===== src/rtl/cread_pkg.sv =====
package cread_pkg;
  localparam int STAT_W = 8;
  localparam logic [7:0] CMD_ENTER = 8'h5C;
  localparam logic [7:0] CMD_LEAVE = 8'h58;

  typedef struct packed {
    logic rise;
    logic fall;
  } sclk_ev_t;
endpackage


===== src/rtl/cread_sclk_edge.sv =====
module cread_sclk_edge
  import cread_pkg::*;
(
  input  logic     clk,
  input  logic     rst,
  input  logic     sclk,
  input  logic     cs_n,
  output sclk_ev_t ev
);
  logic sclk_q;

  always_ff @(posedge clk) begin
    if (rst) sclk_q <= 1'b1;
    else     sclk_q <= sclk;
  end

  always_comb begin
    ev.rise = !cs_n && sclk && !sclk_q;
    ev.fall = !cs_n && !sclk && sclk_q;
  end
endmodule


===== src/rtl/cread_cmd_rx.sv =====
module cread_cmd_rx
  import cread_pkg::*;
#(
  parameter int RST_ONES = 40
) (
  input  logic       clk,
  input  logic       rst,
  input  sclk_ev_t   ev,
  input  logic       cs_n,
  input  logic       din,
  output logic       cmd_valid,
  output logic [7:0] cmd_byte,
  output logic       ones_reset
);
  localparam int ONES_W = $clog2(RST_ONES + 1);

  logic [2:0]        bit_cnt;
  logic [6:0]        sh;
  logic [ONES_W-1:0] ones;

  always_ff @(posedge clk) begin
    if (rst) begin
      bit_cnt   <= '0;
      sh        <= '0;
      cmd_valid <= 1'b0;
      cmd_byte  <= '0;
    end else begin
      cmd_valid <= 1'b0;
      if (cs_n || ones_reset) begin
        bit_cnt <= '0;
      end else if (ev.rise) begin
        if (bit_cnt == 3'd7) begin
          cmd_byte  <= {sh, din};
          cmd_valid <= 1'b1;
          bit_cnt   <= '0;
        end else begin
          sh      <= {sh[5:0], din};
          bit_cnt <= bit_cnt + 3'd1;
        end
      end
    end
  end

  always_ff @(posedge clk) begin
    if (rst) begin
      ones       <= '0;
      ones_reset <= 1'b0;
    end else begin
      ones_reset <= 1'b0;
      if (ev.rise) begin
        if (!din) begin
          ones <= '0;
        end else if (ones != ONES_W'(RST_ONES)) begin
          ones <= ones + 1'b1;
          if (ones == ONES_W'(RST_ONES - 1)) ones_reset <= 1'b1;
        end
      end
    end
  end

  assert_ones_sat_R9: assert property (@(posedge clk) disable iff (rst)
    ones <= ONES_W'(RST_ONES));

  assert_zero_clears_R9: assert property (@(posedge clk) disable iff (rst)
    (ev.rise && !din) |=> (ones == '0));
endmodule


===== src/rtl/cread_out_shift.sv =====
module cread_out_shift
  import cread_pkg::*;
#(
  parameter int WORD_W = 32,
  parameter int CNT_W  = 6
) (
  input  logic              clk,
  input  logic              rst,
  input  logic              clear,
  input  logic              load,
  input  logic [WORD_W-1:0] load_word,
  input  logic [CNT_W-1:0]  load_len,
  input  sclk_ev_t          ev,
  input  logic              cs_n,
  output logic              pending,
  output logic              bit_out
);
  logic [WORD_W-1:0] hold;
  logic [WORD_W-1:0] shreg;
  logic [CNT_W-1:0]  len;
  logic [CNT_W-1:0]  rcnt;
  logic              started;

  always_ff @(posedge clk) begin
    if (rst || clear) begin
      hold    <= '0;
      shreg   <= '0;
      len     <= '0;
      rcnt    <= '0;
      started <= 1'b0;
      pending <= 1'b0;
    end else if (load) begin
      hold    <= load_word;
      shreg   <= load_word;
      len     <= load_len;
      rcnt    <= '0;
      started <= 1'b0;
      pending <= 1'b1;
    end else if (cs_n) begin
      shreg   <= hold;
      rcnt    <= '0;
      started <= 1'b0;
    end else if (pending) begin
      if (ev.fall) begin
        if (!started) started <= 1'b1;
        else          shreg   <= {shreg[WORD_W-2:0], 1'b0};
      end
      if (ev.rise && started) begin
        if (rcnt == len - 1'b1) begin
          pending <= 1'b0;
          started <= 1'b0;
        end else begin
          rcnt <= rcnt + 1'b1;
        end
      end
    end
  end

  always_comb begin
    if (!pending)     bit_out = 1'b1;
    else if (started) bit_out = shreg[WORD_W-1];
    else              bit_out = 1'b0;
  end

  assert_cnt_bound_R6: assert property (@(posedge clk) disable iff (rst)
    pending |-> (rcnt < len));

  assert_load_pend_R7: assert property (@(posedge clk) disable iff (rst)
    (load && !clear) |=> (pending && (rcnt == '0)));

  assert_cs_hold_R10: assert property (@(posedge clk) disable iff (rst)
    (cs_n && !load && !clear) |=> (rcnt == '0 && !started));
endmodule


===== src/rtl/cread_serial_if.sv =====
module cread_serial_if
  import cread_pkg::*;
#(
  parameter int DATA_W   = 24,
  parameter int CHAN_W   = 3,
  parameter int RST_ONES = 40
) (
  input  logic              clk,
  input  logic              rst,
  input  logic              conv_valid,
  input  logic [DATA_W-1:0] conv_data,
  input  logic [CHAN_W-1:0] conv_chan,
  input  logic              status_en,
  input  logic              cs_n,
  input  logic              sclk,
  input  logic              din,
  output logic              dout,
  output logic              dout_oe,
  output logic              cread_on
);
  localparam int WORD_W = DATA_W + STAT_W;
  localparam int CNT_W  = $clog2(WORD_W + 1);

  sclk_ev_t          ev;
  logic              cmd_valid;
  logic [7:0]        cmd_byte;
  logic              ones_reset;
  logic              pend;
  logic              bit_out;
  logic              exit_fire;
  logic              clear;
  logic              load;
  logic [WORD_W-1:0] word;
  logic [CNT_W-1:0]  wlen;
  logic [STAT_W-1:0] status;

  cread_sclk_edge u_edge (
    .clk(clk), .rst(rst), .sclk(sclk), .cs_n(cs_n), .ev(ev)
  );

  cread_cmd_rx #(.RST_ONES(RST_ONES)) u_cmd (
    .clk(clk), .rst(rst), .ev(ev), .cs_n(cs_n), .din(din),
    .cmd_valid(cmd_valid), .cmd_byte(cmd_byte), .ones_reset(ones_reset)
  );

  always_comb begin
    status = '0;
    status[CHAN_W-1:0] = conv_chan;
    if (status_en) begin
      word = {conv_data, status};
      wlen = CNT_W'(WORD_W);
    end else begin
      word = {conv_data, {STAT_W{1'b0}}};
      wlen = CNT_W'(DATA_W);
    end
  end

  assign exit_fire = cread_on && cmd_valid && (cmd_byte == CMD_LEAVE) && pend;
  assign clear     = ones_reset || exit_fire;
  assign load      = conv_valid && cread_on && !clear;

  cread_out_shift #(.WORD_W(WORD_W), .CNT_W(CNT_W)) u_out (
    .clk(clk), .rst(rst), .clear(clear), .load(load),
    .load_word(word), .load_len(wlen), .ev(ev), .cs_n(cs_n),
    .pending(pend), .bit_out(bit_out)
  );

  always_ff @(posedge clk) begin
    if (rst) begin
      cread_on <= 1'b0;
    end else if (clear) begin
      cread_on <= 1'b0;
    end else if (cmd_valid && !cread_on && cmd_byte == CMD_ENTER) begin
      cread_on <= 1'b1;
    end
  end

  always_ff @(posedge clk) begin
    if (rst) begin
      dout    <= 1'b1;
      dout_oe <= 1'b0;
    end else begin
      dout    <= bit_out;
      dout_oe <= !cs_n;
    end
  end

  assert_exit_R8: assert property (@(posedge clk) disable iff (rst)
    exit_fire |=> (!cread_on && !pend));

  assert_ones_reset_R9: assert property (@(posedge clk) disable iff (rst)
    ones_reset |=> (!cread_on && !pend));

  assert_cs_tristate_R10: assert property (@(posedge clk) disable iff (rst)
    cs_n |=> !dout_oe);

  assert_ignore_off_R11: assert property (@(posedge clk) disable iff (rst)
    (conv_valid && !cread_on) |=> !pend);

  assert_idle_high_R6: assert property (@(posedge clk) disable iff (rst)
    !pend |=> dout);
endmodule


===== config.mk =====
export PLATFORM = sky130hd
export DESIGN_NAME = cread_serial_if
export DESIGN_NICKNAME = d
export VERILOG_FILES = /design/src/rtl/cread_pkg.sv /design/src/rtl/cread_sclk_edge.sv /design/src/rtl/cread_cmd_rx.sv /design/src/rtl/cread_out_shift.sv /design/src/rtl/cread_serial_if.sv
export SDC_FILE = /design/constraint.sdc
export NUM_CORES = 1
export LEC_CHECK = 0
export ABC_CLOCK_PERIOD_IN_PS = 1700
export CAP_MARGIN = 20
export CORE_MARGIN = 2
export CORE_UTILIZATION = 52
export CTS_CLUSTER_SIZE = 16
export DETAILED_ROUTE_END_ITERATION = 10
export PLACE_DENSITY = 0.73
export SETUP_SLACK_MARGIN = 0.02
export SLEW_MARGIN = 15
export SYNTH_ARGS = -nofsm -noshare
export SYNTH_HDL_FRONTEND = slang
export SYNTH_SLANG_ARGS = --single-unit

===== constraint.sdc =====
create_clock -name clk -period 1.7 [get_ports clk]
set_input_delay 0.425 -clock clk [delete_from_list [all_inputs] [get_ports clk]]
set_output_delay 0.425 -clock clk [all_outputs]
set_load 0.05 [all_outputs]

==> results.py, run 1 <==
metrics = {
    "outcome": {
        "run_status": "complete, no violations",
    },
    "clocking": {
        "cts_setup_buffers": 0,
        "clkTransAtPathRegs_ns": 0.09,
        "htree_levels": 3,
        "root_buffer": "clkbuf_8",
        "cts_tree": "yes",
        "clk_latency_ns": 0.36,
        "cts_buffers": 9,
        "holdBufCountCts": 0,
        "cts_buffer_depth": 2,
        "cts_sinks": 99,
    },
    "global_routing": {
        "top_usage_layer": "met2",
        "met3_usage_pct": 4.03,
        "antenna_found_initial": 0,
        "met1_usage_pct": 26.8,
        "grt_max_degree": 57,
        "grt_pass1_vias": 3235,
        "grt_pass1_wl_mm": 14.8,
        "use_met2_pct": 33.8,
        "gr-total-overflow": 0,
        "track_usage_pct": 20.3,
    },
    "sta": {
        "max_freq_ghz": 0.639,
        "rsz0062_at_grt": "false",
        "whs_ns": 0.453,
        "finalSetupTns_ns": 0,
        "setup_viol": 0,
        "drv_slew": 0,
        "skew_ns": 0.00999,
        "tightest_slew_ns": 0.562,
        "timing.final.crit_share_pct": 92.1,
        "finalHoldViolations": 0,
        "finalCriticalPeriod_ns": 1.57,
        "slew_headroom_pct": 62.5,
    },
    "pwr": {
        "power.leakage_nw": 1.97,
        "total_power_w": 0.00417,
        "p_per_area_nw_per_um2": 794,
        "ir_drop_uv": 444,
    },
    "die": {
        "ios": 37,
        "start_util_pct": 53.8,
        "dieHeight_um": 96.4,
        "core_area_um2": 8260,
        "dieArea_um2": 9300,
        "placement_rows": 33,
        "die-width_um": 96.4,
    },
    "route": {
        "firstDrtPassIters": 4,
        "drtIter0Drc": 136,
        "routedWlPerCell_um": 13.6,
        "routed_via_density": 5.54,
        "drc": 0,
        "ant_nets": 0,
        "drt_wl_total_mm": 8.64,
        "num_vias": 3507,
    },
    "worst_setup_path": {
        "crit_type": "reg -> reg",
        "crit_buf_inv": 1,
        "crit_family": "compound AO/OA/AOI/OAI gates",
        "crit_arrival_ns": 1.86,
        "cp.required_ns": 1.99,
        "setup.worst_path.end_class": "flip-flop",
        "crit_fanout": 20,
        "ff2ff_setup_slack_ns": 0.13,
        "crit_path_top_delay_cell": "and4bb_2",
        "critical-path-max-stage-delay_ns": 0.41,
        "start_kind": "flip-flop",
        "path_cells": "and4bb_2, a311o_2, buf_4, o211ai_1, a21oi_1",
    },
    "job": {
        "cap_violations": 0,
    },
    "logic_synthesis": {
        "synth_edf_count": 0,
        "yosys.cell_types.count": 49,
        "syn_area_um2": 4440,
        "syn_area_per_cell_um2": 9.26,
        "synth-seq-area-share_pct": 44.6,
        "synth_nets": 519,
        "ys.warnings.count": 0,
        "synth_cells": 480,
        "synth-seq-cells": 99,
        "synth-async-reset-ratio_pct": 0,
        "synth_ff_type": "dfxtp_1",
    },
    "layout": {
        "drive_above_1_share_pct": 17.0,
        "fin_nets": 562,
        "syn_to_final_growth_pct": 18.3,
        "fillers": 677,
        "layout_common_cells": "98 x dfxtp_1, 75 x nand2_1, 69 x a21oi_1",
        "n_antenna_cell": 0,
        "final_common_cell": "dfxtp_1",
    },
    "min_path": {
        "hp-class": "reg -> reg",
    },
    "placement": {
        "dpl.hpwl_mm": 5.84,
        "place_congestion": 0.808,
        "io_buffers": 36,
    },
}
tightest hold or removal path, cell delays in order (launching register included):
cell and delay (ns):
dfxtp_1 0.31, nand2_1 0.05, a21oi_1 0.05
timing repair:
item                       CTS  global route
gates cloned                 1             0
gates resized for setup      1             4
pin swaps                    1             1
setup endpoints to repair   17            33
layer usage:
layer	up-vias	wire (um)	share of wire [%]
met2	58	4190	49
met5	-	0	0
met4	0	64	0.74
li1	1781	-	-
met3	5	268	3.1
met1	1663	4110	48
final timing paths:
check | start | endpoint | cells after the start
setup reg to reg | u_cmd.cmd_byte[7] | u_out.shreg[29] | 5
hold reg to reg | u_out.hold[2] | u_out.hold[2] | 2
hold / removal | u_out.hold[2] | u_out.hold[2] | 2
setup / recovery | u_cmd.cmd_byte[7] | u_out.shreg[29] | 5
power by group:
group          leakage (nW)  switching (W)  total (W)  internal [W]
sequential            0.803      0.0000187    0.00237       0.00235
clock                0.0862       0.000805    0.00149      0.000687
combinational          1.08       0.000138   0.000310      0.000172
total                  1.97       0.000962    0.00417       0.00321
flip-flops by register name, summed over array words and instances, names as in the netlist:
signal and cells:
u_edge.sclk_q 1, u_cmd.sh 7, dout 1, u_out.shreg 32
cread_on 1, u_cmd.ones_reset 1, u_cmd.cmd_valid 1, u_out.pending 1
u_cmd.ones 6, u_cmd.cmd_byte 8, u_out.rcnt 6, u_out.hold 27
u_out.started 1, u_out.len 2, dout_oe 1, u_cmd.bit_cnt 3
metrics by stage:
| step | instance area (um^2) | std cells | worst slack [ns] | utilization [%] |
|---|---|---|---|---|
| after floorplan | 4440 | 480 | 0.0776 | - |
| after global placement | 5040 | 616 | -0.424 | 61.1 |
| after detailed placement | 5040 | 616 | -0.451 | 61.1 |
| after CTS | 5250 | 633 | 0.0385 | 63.5 |
| after global routing | 5260 | 633 | 0.0212 | 63.7 |
| final | 5260 | 633 | 0.135 | 63.7 |
layout make-up:
cell class / count / area [um^2] / area share (%)
sequential: 99 / 1980 / 37.7
multi-input combinational: 347 / 2300 / 43.7
inverter: 3 / 11.3 / 0.214
clock buffer: 11 / 131 / 2.50
tap: 105 / 131 / 2.50
timing repair buffer: 63 / 642 / 12.2
clock inverter: 5 / 61.3 / 1.17
synthesized netlist by cell type, drive strengths merged, types with 2 or more instances:
cell type  instances  area, um^2
mux2              26         293
and3               2        12.5
nand2b            35         219
a311o              2        20.0
nand3b             2        15.0
o211ai            26         195
nor2              23        86.3
mux2i             21         214
xnor2              4        35.0
nor2b              2        12.5
or3                2        12.5
nand4              2        12.5
a31oi              2        12.5
ha                 5        62.6
nor3               6        41.3
nor3b              2        15.0
and4bb             2        25.0
nand3             12        60.1
a21oi             69         345
dfxtp             99        1980
and2               2        12.5
o32ai              2        17.5
nor4               2        27.5
a2111oi            2        55.1
a311oi             2        23.8
a211oi             3        27.5
nand2             76         285
clkbuf            11        41.3
inv                3        11.3
buf               21         141
cells by family (layout without fill, tap and decap cells):
group	Yosys count	count (layout)	share of synthesized area [%]
DFF	99	99	44.6
buffers and inverters	35	82	4.36
adders and majority gates	5	5	1.41
muxes	47	47	11.4
xor gates and xnor gates	5	5	0.986
AOI/OAI and AO/OA	115	115	17.2
and+or+nand+nor	174	175	20.1
No activity file was read; power rests on OpenSTA's default activity.
==> run 2: changes to the inputs <==
--- a/config.mk
+++ b/config.mk
@@ -5,13 +5,15 @@
 export SDC_FILE = /design/constraint.sdc
 export NUM_CORES = 1
 export LEC_CHECK = 0
+export ABC_AREA = 1
 export ABC_CLOCK_PERIOD_IN_PS = 1700
 export CAP_MARGIN = 20
 export CORE_MARGIN = 2
 export CORE_UTILIZATION = 52
 export CTS_CLUSTER_SIZE = 16
 export DETAILED_ROUTE_END_ITERATION = 10
-export PLACE_DENSITY = 0.73
+export PLACE_DENSITY = 0.72
+export RECOVER_POWER = 25
 export SETUP_SLACK_MARGIN = 0.02
 export SLEW_MARGIN = 15
 export SYNTH_ARGS = -nofsm -noshare
==> results.py, run 2 <==
metrics = {
    "outcome": {
        "run_status": "complete, no violations",
    },
    "worst_setup_path": {
        "start_kind": "primary input",
        "rr_endpoint": "u_out.rcnt[0]",
        "cp.required_ns": 2.00,
        "setup.worst_path.end_class": "flip-flop",
        "crit_fanout": 6,
        "cp-startpoint": "sclk",
        "ff2ff_setup_slack_ns": 0.12,
        "crit_end": "u_out.rcnt[2]",
        "crit_arrival_ns": 1.92,
        "path_cells": "clkdlybuf4s50_1, inv_2, or2_4, nor2_8, nand2_2, nor2_4, buf_4, nand3_1, a21oi_2",
        "timing.rr.start": "u_out.rcnt[0]",
        "reg2regPathDepth": 7,
        "critical-path-max-stage-delay_ns": 0.47,
        "crit_type": "in -> reg",
        "crit_path_top_delay_cell": "clkdlybuf4s50_1",
    },
    "logic_synthesis": {
        "yosysTopAreaCell": "dfxtp_1",
        "synth_nets": 719,
        "synth_top_cells_by_count": "190 x nand2_1, 99 x dfxtp_1, 67 x a21oi_1",
        "synth-seq-cells": 99,
        "yosys.area_share.simple_pct": 32.9,
        "synthTopCellsByArea": "dfxtp_1 42%, nand2_1 15%, nand4_1 7.7%, a21oi_1 7.2%, nor2_1 5.2%",
        "synth_compound_area_share_pct": 12.2,
        "syn_area_um2": 4690,
        "synth_top_area_share_pct": 42.3,
        "synth_ff_type": "dfxtp_1",
        "synth_edf_count": 0,
        "yosys.cell_types.count": 29,
        "yosysMostFrequentCell": "nand2_1",
        "synth_fa_ha_area_share_pct": 1.33,
        "synth_xor_area_share_pct": 1.49,
        "ys.warnings.count": 0,
        "synthMuxAreaShare_pct": 0,
        "synth-async-reset-ratio_pct": 0,
        "synth_cells": 680,
        "synth-seq-area-share_pct": 42.3,
        "synth_top_family_by_area": "simple AND/OR/NAND/NOR gates",
        "syn_area_per_cell_um2": 6.90,
    },
    "layout": {
        "top_register": "u_out.shreg",
        "final_common_cell": "nand2_1",
        "top_regs": "u_out.shreg x32, u_out.hold x27, u_cmd.cmd_byte x8",
        "syn_to_final_growth_pct": 19.9,
        "fillers": 769,
        "drive_above_1_share_pct": 11.3,
        "fin_nets": 769,
        "layout_common_cells": "188 x nand2_1, 99 x dfxtp_1, 66 x a21oi_1",
        "n_antenna_cell": 0,
        "largest_register_ffs": 32,
    },
    "route": {
        "firstDrtPassIters": 8,
        "routed_via_density": 5.27,
        "ant_nets": 0,
        "routedWlPerCell_um": 12.6,
        "drtIter0Drc": 237,
        "num_vias": 4434,
        "drc": 0,
        "drt_wl_total_mm": 10.6,
    },
    "pwr": {
        "p_per_area_nw_per_um2": 757,
        "power.leakage_nw": 2.33,
        "ir_drop_uv": 515,
    },
    "clocking": {
        "clk_latency_ns": 0.36,
        "root_buffer": "clkbuf_8",
        "cts_buffers": 9,
        "cts_tree": "yes",
        "holdBufCountCts": 0,
        "cts_sinks": 99,
        "clkTransAtPathRegs_ns": 0.09,
        "htree_levels": 3,
        "cts_buffer_depth": 2,
    },
    "global_routing": {
        "track_usage_pct": 22.1,
        "antenna_found_initial": 0,
        "grt_pass1_wl_mm": 17.9,
        "grt_max_degree": 53,
        "grt_pass1_vias": 4004,
        "gr-total-overflow": 0,
    },
    "sta": {
        "finalSetupTns_ns": 0,
        "slew_headroom_pct": 80.1,
        "setup_viol": 0,
        "setup_slack_ns": 0.0729,
        "drv_slew": 0,
        "timing.final.crit_share_pct": 95.7,
        "max_freq_ghz": 0.615,
        "whs_ns": 0.451,
        "tightest_slew_ns": 0.299,
        "finalCriticalPeriod_ns": 1.63,
        "finalHoldViolations": 0,
        "rsz0062_at_grt": "true",
        "skew_ns": 0.00804,
    },
    "placement": {
        "dpl.hpwl_mm": 7.28,
        "io_buffers": 36,
        "place_congestion": 0.860,
        "post-place-ws_ns": -0.307,
    },
    "die": {
        "placement_rows": 34,
        "core_area_um2": 8720,
        "dieHeight_um": 99.0,
        "dieArea_um2": 9790,
        "ios": 37,
        "start_util_pct": 53.8,
        "die-width_um": 99.0,
    },
    "job": {
        "cap_violations": 0,
    },
    "min_path": {
        "hp-class": "reg -> reg",
        "hold_start": "u_cmd.cmd_byte[6]",
    },
}
==> run 2: changes by cell type in the layout (fill, tap and decap cells not counted), sizes merged, moves of 14 or more <==
cell,change
nor2,+45
o211ai,-25
buf,+14
inv,+67
nand2,+116
nand4,+57
mux2i,-21
o21ai,+41
mux2,-26
nand2b,-35
==> run 2: routing by layer <==
metal	track usage (%)	wire, um	part of all wire (%)	vias up
met3	4.75	482	4.5	7
met1	28.3	4930	46	2020
li1	-	-	-	2316
met5	0	0	0	-
met4	4.32	80	0.75	0
met2	38.5	5110	48	91
==> run 2: critical path, delay by kind of cell <==
family	cells	cell delay (ns)
compound gates	1	0.13
simple gates	5	0.71
buf+inv	3	0.67
==> run 2: power by group <==
| group | switching [W] | internal [W] | leakage (nW) | total, W |
|---|---|---|---|---|
| logic | 0.000204 | 0.000177 | 1.43 | 0.000381 |
| registers | 0.0000165 | 0.00236 | 0.803 | 0.00238 |
| clock network | 0.000788 | 0.000708 | 0.0946 | 0.00150 |
| total | 0.00101 | 0.00325 | 2.33 | 0.00425 |
==> run 2: metrics by stage <==
| stage | total power, W | instance area [um^2] | cells | util (%) |
|---|---|---|---|---|
| floorplan | 0.00264 | 4690 | 680 | - |
| global placement | 0.00280 | 5360 | 824 | 61.4 |
| detailed placement | 0.00281 | 5360 | 824 | 61.4 |
| CTS | 0.00429 | 5550 | 838 | 63.6 |
| global route | 0.00445 | 5620 | 841 | 64.4 |
| finish | 0.00425 | 5620 | 841 | 64.4 |
==> run 2: worst min-delay path by stage <==
stage | to | slack (ns) | cells past startpoint
4_1_cts | u_cmd.cmd_byte[6] | 0.45 | 2
3_5_place_dp | u_cmd.cmd_byte[6] | 0.44 | 2
2_1_floorplan | u_cmd.sh[6] | 0.42 | 2
5_1_grt | u_cmd.cmd_byte[6] | 0.48 | 2
6_report | u_cmd.cmd_byte[6] | 0.45 | 2
3_3_place_gp | u_cmd.sh[6] | 0.43 | 2
==> run 2: area by class of cell <==
cell class | count | area (um^2) | area share, %
flip-flops and latches | 99 | 1980 | 35.3
well taps | 108 | 135 | 2.40
repair buffers | 80 | 772 | 13.7
inverters | 70 | 263 | 4.67
clock buffers | 10 | 138 | 2.45
multi-input cells | 470 | 2280 | 40.6
clock inverters | 4 | 51.3 | 0.913
==> run 2: timing repair <==
item / 4_1_cts / 5_1_grt
endpoints found under the hold margin: 0 / 0
setup buffers: 0 / 3
resized for setup: 1 / 13
gates cloned: 0 / 0
pin swaps: 0 / 3
endpoints found under the setup margin: 1 / 38
==> run 2: logic make-up after synthesis <==
logic type / Yosys count
flip-flops: 99
buffers and inverters: 111
AND/OR/NAND/NOR: 345
XOR/XNOR: 8
adder cells (fa/ha/maj): 5
AO/OA/AOI/OAI: 112
==> run 3: changes to the inputs <==
--- a/config.mk
+++ b/config.mk
@@ -9,10 +9,10 @@
 export ABC_CLOCK_PERIOD_IN_PS = 1700
 export CAP_MARGIN = 20
 export CORE_MARGIN = 2
-export CORE_UTILIZATION = 52
+export CORE_UTILIZATION = 30
 export CTS_CLUSTER_SIZE = 16
 export DETAILED_ROUTE_END_ITERATION = 10
-export PLACE_DENSITY = 0.72
+export PLACE_DENSITY = 0.45
 export RECOVER_POWER = 25
 export SETUP_SLACK_MARGIN = 0.02
 export SLEW_MARGIN = 15
==> results.py, run 3 (same netlist as run 2, synthesis figures left out) <==
metrics = {
    "sta": {
        "tightest_slew_ns": 0.514,
        "finalSetupTns_ns": 0,
        "finalHoldViolations": 0,
        "setup_viol": 0,
        "rsz0062_at_grt": "true",
        "drv_slew": 0,
        "max_freq_ghz": 0.594,
        "skew_ns": 0.00743,
        "timing.final.crit_share_pct": 99.0,
        "setup_slack_ns": 0.0173,
        "finalCriticalPeriod_ns": 1.68,
        "slew_headroom_pct": 65.7,
    },
    "route": {
        "routedWlPerCell_um": 12.8,
        "drt_wl_total_mm": 12.1,
        "num_vias": 4359,
        "drtIter0Drc": 228,
        "ant_nets": 0,
        "drc": 0,
        "firstDrtPassIters": 4,
        "routed_via_density": 4.63,
    },
    "pwr": {
        "comb_power_share_pct": 7.9,
        "total_power_w": 0.00479,
        "pwr-share-seq_pct": 49.7,
        "p_switching_w": 0.00112,
        "p_per_area_nw_per_um2": 815,
        "power.share.clock_pct": 42.4,
        "p_sw_share_pct": 23.5,
        "ir_drop_uv": 453,
        "power.leakage_nw": 2.39,
        "intPower_w": 0.00366,
    },
    "clocking": {
        "clk_latency_ns": 0.35,
        "cts_buffer_depth": 2,
        "cts_buffers": 9,
        "cts_sinks": 99,
        "holdBufCountCts": 0,
        "cts_tree": "yes",
        "clkTransAtPathRegs_ns": 0.07,
        "htree_levels": 3,
        "root_buffer": "clkbuf_16",
    },
    "die": {
        "dieArea_um2": 16600,
        "core_area_um2": 15300,
        "dieHeight_um": 129,
        "die-width_um": 129,
        "placement_rows": 45,
        "ios": 37,
        "start_util_pct": 30.7,
    },
    "global_routing": {
        "gr-total-overflow": 0,
        "grt_pass1_vias": 4227,
        "grt_pass1_wl_mm": 20.2,
        "antenna_found_initial": 0,
        "track_usage_pct": 15.1,
        "grt_max_degree": 51,
    },
    "worst_setup_path": {
        "crit_path_top_delay_cell": "clkdlybuf4s50_1",
        "crit_fanout": 7,
        "crit_arrival_ns": 1.96,
        "crit_family": "simple AND/OR/NAND/NOR gates",
        "critical-path-max-stage-delay_ns": 0.47,
        "cp.required_ns": 1.98,
        "cp-startpoint": "sclk",
        "crit_buf_inv": 3,
        "setup.worst_path.end_class": "flip-flop",
        "crit_type": "in -> reg",
        "path_cells": "clkdlybuf4s50_1, inv_2, or2_4, nor2_8, nand2_4, nor2_4, buf_6, nand3_1, a21oi_2",
        "start_kind": "primary input",
        "timing.rr.start": "u_cmd.cmd_byte[2]",
    },
    "min_path": {
        "hp-class": "reg -> reg",
        "hold_start": "u_cmd.cmd_byte[4]",
    },
    "outcome": {
        "run_status": "complete, no violations",
    },
    "placement": {
        "io_buffers": 36,
        "place_inst": 923,
        "dpl.hpwl_mm": 7.92,
        "post-place-ws_ns": -0.346,
        "place_congestion": 0.760,
    },
    "layout": {
        "n_antenna_cell": 0,
        "multi_input_area_um2": 2310,
        "fin_nets": 766,
        "final_common_cell": "nand2_1",
        "syn_to_final_growth_pct": 25.2,
        "stdcell_count": 942,
        "largest_register_ffs": 32,
        "fillers": 1613,
        "top_regs": "u_out.shreg x32, u_out.hold x27, u_cmd.cmd_byte x8",
        "regArea_um2": 1980,
        "top_register": "u_out.shreg",
        "drive_above_1_share_pct": 11.6,
        "layout_common_cells": "188 x nand2_1, 99 x dfxtp_1, 64 x nor2_1, 64 x a21oi_1, 63 x inv_1",
    },
    "job": {
        "cap_violations": 0,
    },
}
-- run 3: path summary, 6_finish.rpt --
kind,end,depth (start not counted),slack (ns)
setup / recovery,u_out.rcnt[4],9,0.02
hold / removal,u_cmd.cmd_byte[4],2,0.45
setup reg to reg,u_out.rcnt[4],8,0.18
hold reg to reg,u_cmd.cmd_byte[4],2,0.45
-- run 3: stage by stage --
stage	utilization [%]	instance area (um^2)	hold WS, ns
5_1_grt	38.5	5870	0.474
2_1_floorplan	-	4690	0.421
3_3_place_gp	35.8	5460	0.435
4_1_cts	37.7	5750	0.453
3_5_place_dp	35.8	5460	0.442
6_report	38.5	5870	0.449
-- run 3: metal layers --
metal  global-route usage (%)  wire length, um
met1                     19.3             5940
met2                     24.9             5540
met3                     3.92              377
met4                     5.43              205
met5                        0                0
-- run 3: power groups by stage --
stage                     combinational [W]  clock, W  sequential [W]
final                              0.000380   0.00203         0.00238
after floorplan                    0.000205         0         0.00243
after detailed placement           0.000383         0         0.00243
after global placement             0.000378         0         0.00243
after CTS                          0.000386   0.00212         0.00238
after global routing               0.000430   0.00219         0.00238
-- run 3: worst register-to-register path, stage by stage (launching register included) --
cell and delay, ns:
dfxtp_1 0.30, inv_1 0.09, nand2_1 0.06, nor2_1 0.11
nand3_2 0.15, nand3_4 0.20, buf_12 0.19, nand3_4 0.19
a21oi_2 0.18
-- run 3: layout make-up --
cell class / count / area share (%)
clock buffer: 10 / 3.90
clock inverter: 5 / 0.938
inverter: 70 / 4.48
multi-input combinational: 470 / 39.3
sequential: 99 / 33.8
tap: 211 / 4.50
timing repair buffer: 77 / 13.2
-- run 3: timing repair --
action / CTS / global route
setup endpoints to repair: 12 / 53
gates resized for setup: 1 / 15
pin swaps: 0 / 5
gates cloned: 0 / 2
setup buffers: 0 / 2
